--- src/rtl/dchain_pkg.sv ---
`timescale 1ns/1ps
package dchain_pkg;
  localparam int unsigned VEC_W = 8;
  typedef logic [VEC_W-1:0] vec_t;

  // Value the bus settles to when no slot drives it.
  function automatic vec_t idle_vector();
    return '1;
  endfunction

  // Vector assigned to a slot position.
  function automatic vec_t slot_vector(vec_t base, vec_t stride, int unsigned idx);
    return vec_t'(base + vec_t'(idx) * stride);
  endfunction
endpackage

--- src/rtl/dchain_slot.sv ---
`timescale 1ns/1ps
module dchain_slot
  import dchain_pkg::*;
#(
  parameter vec_t SLOT_VEC = 8'h40
) (
  input  logic clk,
  input  logic rst_n,
  input  logic req,
  input  logic ack_in,
  output logic ack_out,
  output logic grant,
  output logic pend,
  output vec_t vec_lane
);
  logic pend_q;

  assign pend     = pend_q;
  assign grant    = ack_in & pend_q;
  assign ack_out  = ack_in & ~pend_q;
  assign vec_lane = grant ? SLOT_VEC : '0;

  // A new request wins over the clear, so it survives to the next acknowledge.
  always_ff @(posedge clk or negedge rst_n) begin
    if (!rst_n)     pend_q <= 1'b0;
    else if (req)   pend_q <= 1'b1;
    else if (grant) pend_q <= 1'b0;
  end
endmodule

--- src/rtl/dchain_busmux.sv ---
`timescale 1ns/1ps
module dchain_busmux
  import dchain_pkg::*;
#(
  parameter int unsigned NUM_SLOTS = 4
) (
  input  logic [NUM_SLOTS-1:0]            grants,
  input  logic [NUM_SLOTS-1:0][VEC_W-1:0] lanes,
  output vec_t                            bus,
  output logic                            driven
);
  vec_t wired;

  always_comb begin
    wired = '0;
    for (int i = 0; i < NUM_SLOTS; i++) wired = wired | lanes[i];
  end

  assign driven = |grants;
  assign bus    = driven ? wired : idle_vector();
endmodule

--- src/rtl/dchain_reqor.sv ---
`timescale 1ns/1ps
module dchain_reqor #(
  parameter int unsigned NUM_SLOTS = 4
) (
  input  logic [NUM_SLOTS-1:0] pends,
  output logic                 any_req
);
  assign any_req = |pends;
endmodule

--- src/rtl/dchain_intack.sv ---
`timescale 1ns/1ps
module dchain_intack
  import dchain_pkg::*;
#(
  parameter int unsigned NUM_SLOTS  = 4,
  parameter vec_t        VEC_BASE   = 8'h40,
  parameter vec_t        VEC_STRIDE = 8'h04
) (
  input  logic                 clk,
  input  logic                 rst_n,
  input  logic [NUM_SLOTS-1:0] dev_req,
  input  logic                 cpu_inta,
  output logic                 cpu_intr,
  output logic [VEC_W-1:0]     vec_data,
  output logic                 vec_drive,
  output logic                 chain_ack_out
);
  logic [NUM_SLOTS:0]              ack_w;
  logic [NUM_SLOTS-1:0]            grant_w;
  logic [NUM_SLOTS-1:0]            pend_w;
  logic [NUM_SLOTS-1:0][VEC_W-1:0] lane_w;

  assign ack_w[0] = cpu_inta;

  for (genvar g = 0; g < NUM_SLOTS; g++) begin : g_slot
    dchain_slot #(
      .SLOT_VEC(slot_vector(VEC_BASE, VEC_STRIDE, g))
    ) u_slot (
      .clk     (clk),
      .rst_n   (rst_n),
      .req     (dev_req[g]),
      .ack_in  (ack_w[g]),
      .ack_out (ack_w[g+1]),
      .grant   (grant_w[g]),
      .pend    (pend_w[g]),
      .vec_lane(lane_w[g])
    );
  end

  dchain_busmux #(.NUM_SLOTS(NUM_SLOTS)) u_bus (
    .grants(grant_w),
    .lanes (lane_w),
    .bus   (vec_data),
    .driven(vec_drive)
  );

  dchain_reqor #(.NUM_SLOTS(NUM_SLOTS)) u_or (
    .pends  (pend_w),
    .any_req(cpu_intr)
  );

  assign chain_ack_out = ack_w[NUM_SLOTS];
endmodule

--- config.mk ---
export PLATFORM = sky130hd
export DESIGN_NAME = dchain_intack
export DESIGN_NICKNAME = d
export VERILOG_FILES = /design/src/rtl/dchain_pkg.sv /design/src/rtl/dchain_slot.sv /design/src/rtl/dchain_busmux.sv /design/src/rtl/dchain_reqor.sv /design/src/rtl/dchain_intack.sv
export SDC_FILE = /design/constraint.sdc
export NUM_CORES = 1
export LEC_CHECK = 0
export BUFFER_PORTS_ARGS = -buffer_cell sky130_fd_sc_hd__buf_4
export CORE_AREA = 5 5 42 44
export DETAILED_ROUTE_END_ITERATION = 16
export DIE_AREA = 0 0 47 49
export GPL_TIMING_DRIVEN = 0
export PLACE_DENSITY = 0.48
export SYNTH_ARGS = -nofsm -noshare
export SYNTH_HDL_FRONTEND = slang
export SYNTH_SLANG_ARGS = --single-unit
export TNS_END_PERCENT = 30
--- constraint.sdc ---
create_clock -name clk -period 1.2 [get_ports clk]
set_input_delay 0 -clock clk [delete_from_list [all_inputs] [get_ports clk]]
set_output_delay 0 -clock clk [all_outputs]
set_load 0.01 [all_outputs]
Word-level counts from Yosys, hierarchy flattened
Cells that the tools add are included.
Operators by class
  multiplexer cells: 13
  bitwise operators: 15
  reductions and logical operators: 6
Operator list (number)
  7-bit two-way mux: 4
  8-bit by 7-bit bitwise OR with 8-bit output: 2
  1-bit bitwise AND: 8
  1-bit two-way mux: 8
  8-bit two-way mux: 1
  2-bit nonzero test: 4
  4-bit OR reduction: 2
  7-bit bitwise OR: 1
  1-bit inverter: 4
Word-level totals
  flip-flop bits (word level): 4

Longest topological paths before layout
  word-level depth: 8
  gate-level depth with buffers: 3
  mapped depth without buffers: 2

By module
A second synthesis with hierarchy kept.
Second synthesis, totals
  cells, all modules: 75
  area, all modules: 555.5 µm²
By module, submodules not included
  dchain_slot: instances 4, cells an instance 14, area an instance 111.4 µm², sequential area each 25.0 µm²
  dchain_busmux: instances 1, cells an instance 18, area an instance 102.6 µm², sequential area each 0.0 µm²
  dchain_reqor: instances 1, cells an instance 1, area an instance 7.5 µm², sequential area each 0.0 µm²

Least setup slack after synthesis
No wires, ideal clock.
  kind: register to output
  start point: register g_slot[0].u_slot.pend_q
  end point: output port vec_data[1]
  data arrival time: 1299 ps
  data required time: 1200 ps
  slack: -99 ps
  cell stages (with the launch flop): 4
  buffers on the path: 1
  cells stage by stage: dfrtp_1 > or4_4 > nand2_1 > buf_4
Between the ends
  cells in the longest elaborated chain, start to end: 7
  elaborated cells between the ends (all ways): 10
RTL lines
  from (decl): RTL line dchain_slot.sv:16  | logic pend_q;
  from (signal assigned): RTL line dchain_slot.sv:25  | if (!rst_n) pend_q <= 1'b0;
  from (signal assigned): RTL line dchain_slot.sv:26  | else if (req) pend_q <= 1'b1;
  from (signal assigned): RTL line dchain_slot.sv:27  | else if (grant) pend_q <= 1'b0;
  1-bit inverter: RTL line dchain_slot.sv:20  | assign ack_out = ack_in & ~pend_q;
  1-bit bitwise AND (3 in a row): RTL line dchain_slot.sv:20
  1-bit bitwise AND: RTL line dchain_slot.sv:19  | assign grant = ack_in & pend_q;
  4-bit OR reduction (*): RTL line dchain_busmux.sv:19  | assign driven = |grants;
  8-bit two-way mux (*): RTL line dchain_busmux.sv:20  | assign bus = driven ? wired : idle_vector();
  to (decl): RTL line dchain_intack.sv:14  | output logic [VEC_W-1:0] vec_data,
Every way passes the cells marked *; elsewhere a longest branch is shown, timed or not.

Worst setup path after layout
  start point: register g_slot[3].u_slot.pend_q
  end point: output port vec_data[1]
Between the ends
  cells in the longest elaborated chain, start to end: 3
RTL lines (RTL line)
  from (decl): dchain_slot.sv:16
  from (signal assigned): dchain_slot.sv:25
  from (signal assigned): dchain_slot.sv:26
  from (signal assigned): dchain_slot.sv:27
  1-bit bitwise AND: dchain_slot.sv:19
  4-bit OR reduction: dchain_busmux.sv:19
  8-bit two-way mux: dchain_busmux.sv:20
No other way between the ends.

==> qor.yml <==
rsz0062_at_grt: "yes"
syn_area_sq_um: 244
dr.first_iter.drc_count: 1
die_x_microns: 47
p_sw_uw: 96.9
met3_wirelength_microns: 128
p_leak_nw: 0.238
crit_required_ns: 1.20
postSynthCellCount: 25
root_buffer: "clkbuf_4"
yosysTopAreaCell: "dfrtp_1"
clockBufferDepth: 2
drcViolationCount: 0
ys_async_sr_fraction_pct: 100
internal_power_uw: 325
clk_pin_slew_ns: 0.04
dpl-instance-area_sq_um: 392
grt_pass1_wl_microns: 952
routed-via-count: 258
period_share_pct: 122
combPwrFrac_pct: 27.2
min_period_ns: 1.47
p_per_area_nw_per_um2: 834
drt_wl_total_microns: 655
endpoint_kind: "output pin"
violations: "negative setup slack"
yosysMostFrequentCell: "buf_4"
synthesis.nets: 32
highest_layer: "met3"
dpl_worst_slack_ns: -0.0994
synth_area_per_cell_sq_um: 9.76
ys_warn_count: 0
post_drt_wl_per_cell_microns: 9.63
drt-pass1-iter-count: 3
nFillCells: 152
wl_met1_microns: 277
vdd_drop_max_v: 0.000493
stdcell_area_sq_um: 505
dpl.cell_count: 57
numCtsBuffers: 3
fin_total_pwr_uw: 422
whs_ns: 0.0944
synth.top_cells.by_area: "dfrtp_1 (41%), buf_4 (15%), a21o_1 (12%)"
setup-violations-final: 9
clkLatencyLatePin_ns: 0.23
cts.sinks: 4
cts_tree: "done"
antenna_cells: 0
antenna_found_initial: 0
fin_skew_ns: 0.00380
slew_viol_final: 0
avgViaCountPerCell: 3.79
layout-drive-gt1-share_pct: 57.7
final_core_util_pct: 36.1
cp_max_fo: 5
dieArea_sq_um: 2300
start_util_pct: 17.4
stdcell_count: 68
clkPwrFrac_pct: 38.6
core_area_sq_um: 1400
grt_usage_pct: 5.80
ys_top_cells_by_count: "buf_4 (5), a21o_1 (4), dfrtp_1 (4)"
grt_overflow: 0
synth_seq_cells: 4
portBuffers: 16
hold_viol: 0
cts_max_level: 1
nets: 61
yosysSeqAreaShare_pct: 41.0
fin_tns_setup_ns: -1.97
crit_type: "register to output pin"
status: "finished with violations"
max-cap-violations: 0
rows: 14
grt_start_max_net_pins: 9
dr_wl_met2_microns: 250
ys.flop_type: "dfrtp_1"
crit_path_start_kind: "register"
hp-class: "primary input to async pin"
crit_arrival_ns: 1.47
fp.dieH_microns: 49
synth.top_cell.area_share_pct: 41.0
sw_frac_of_total_pct: 23.0
ioPinCount: 18
routabilityCongestion: 0.587
synth_edf_count: 0
area_delta_synth_final_pct: 107
ant_nets: 0
final.setup.worst_slack_ns: -0.266
synth.distinct_cells: 14
max_freq_ghz: 0.682
grt_pass1_vias: 228
seqPwrFrac_pct: 34.3
largest_reg_flops: 4
routing by layer:
metal | vias up | GRT usage (%)
met5 | - | 0
met2 | 17 | 7.47
met3 | 0 | 1.48
met4 | 0 | 5.53
li1 | 133 | -
met1 | 108 | 7.33
critical path, stage by stage (launching register included):
cell and delay [ns]:
dfrtp_1 0.36, or4_4 0.57, nand2_4 0.11, buf_4 0.11
buf_6 0.09
cell usage in the layout (no fill, tap or decap), types with 2 or more instances in the layout:
cell type	synthesis	layout
dfrtp_1	4	4
buf_4	5	19
buf_6	0	5
a21o_1	4	4
clkbuf_4	0	3
o21ai_0	2	2
dlygate4sd3_1	0	5
power by group through the flow:
stage | registers (mW) | clock network, mW | logic, mW
after floorplan | 0.148 | 0 | 0.0381
after global placement | 0.150 | 0 | 0.0839
after detailed placement | 0.150 | 0 | 0.0844
after CTS | 0.144 | 0.175 | 0.116
after global routing | 0.145 | 0.188 | 0.125
final | 0.144 | 0.163 | 0.115
cells by family after synthesis:
| kind of cell | Yosys count | synth area share [%] |
|---|---|---|
| buffers and inverters | 6 | 16.9 |
| DFF | 4 | 41.0 |
| and+or+nand+nor | 8 | 24.1 |
| other | 1 | 1.54 |
| AOI/OAI and AO/OA | 6 | 16.4 |
layout make-up:
| type | count | area [sq um] | area share (%) |
|---|---|---|---|
| inverters | 1 | 3.75 | 0.743 |
| clock buffers | 3 | 22.5 | 4.46 |
| repair buffers | 24 | 211 | 41.8 |
| well taps | 16 | 20.0 | 3.96 |
| multi-input cells | 15 | 110 | 21.8 |
| plain buffers | 5 | 37.5 | 7.43 |
| flip-flops and latches | 4 | 100 | 19.8 |
worst paths after layout:
kind	from	cells after the start	endpoint	slack, ns
min reg2reg	g_slot[2].u_slot.pend	1	g_slot[2].u_slot.pend	0.53
min	rst_n	2	g_slot[0].u_slot.pend	0.09
max reg2reg	g_slot[0].u_slot.pend	3	g_slot[3].u_slot.pend	-0.13
max	g_slot[3].u_slot.pend	4	vec_data[1]	-0.27
min in group clk	cpu_inta	3	g_slot[1].u_slot.pend	0.12
max in group asynchronous	rst_n	2	g_slot[3].u_slot.pend	1.00
repair_timing:
| item | 4_1_cts | 5_1_grt |
|---|---|---|
| buffers inserted | 2 | 1 |
| resized for setup | 5 | 0 |
| endpoints found under the setup margin | 9 | 10 |
| hold endpoints to repair | 8 | 0 |
| pin swaps | 3 | 2 |
| hold buffers | 5 | 0 |
Note: power is estimated with default switching activity, not from simulation.
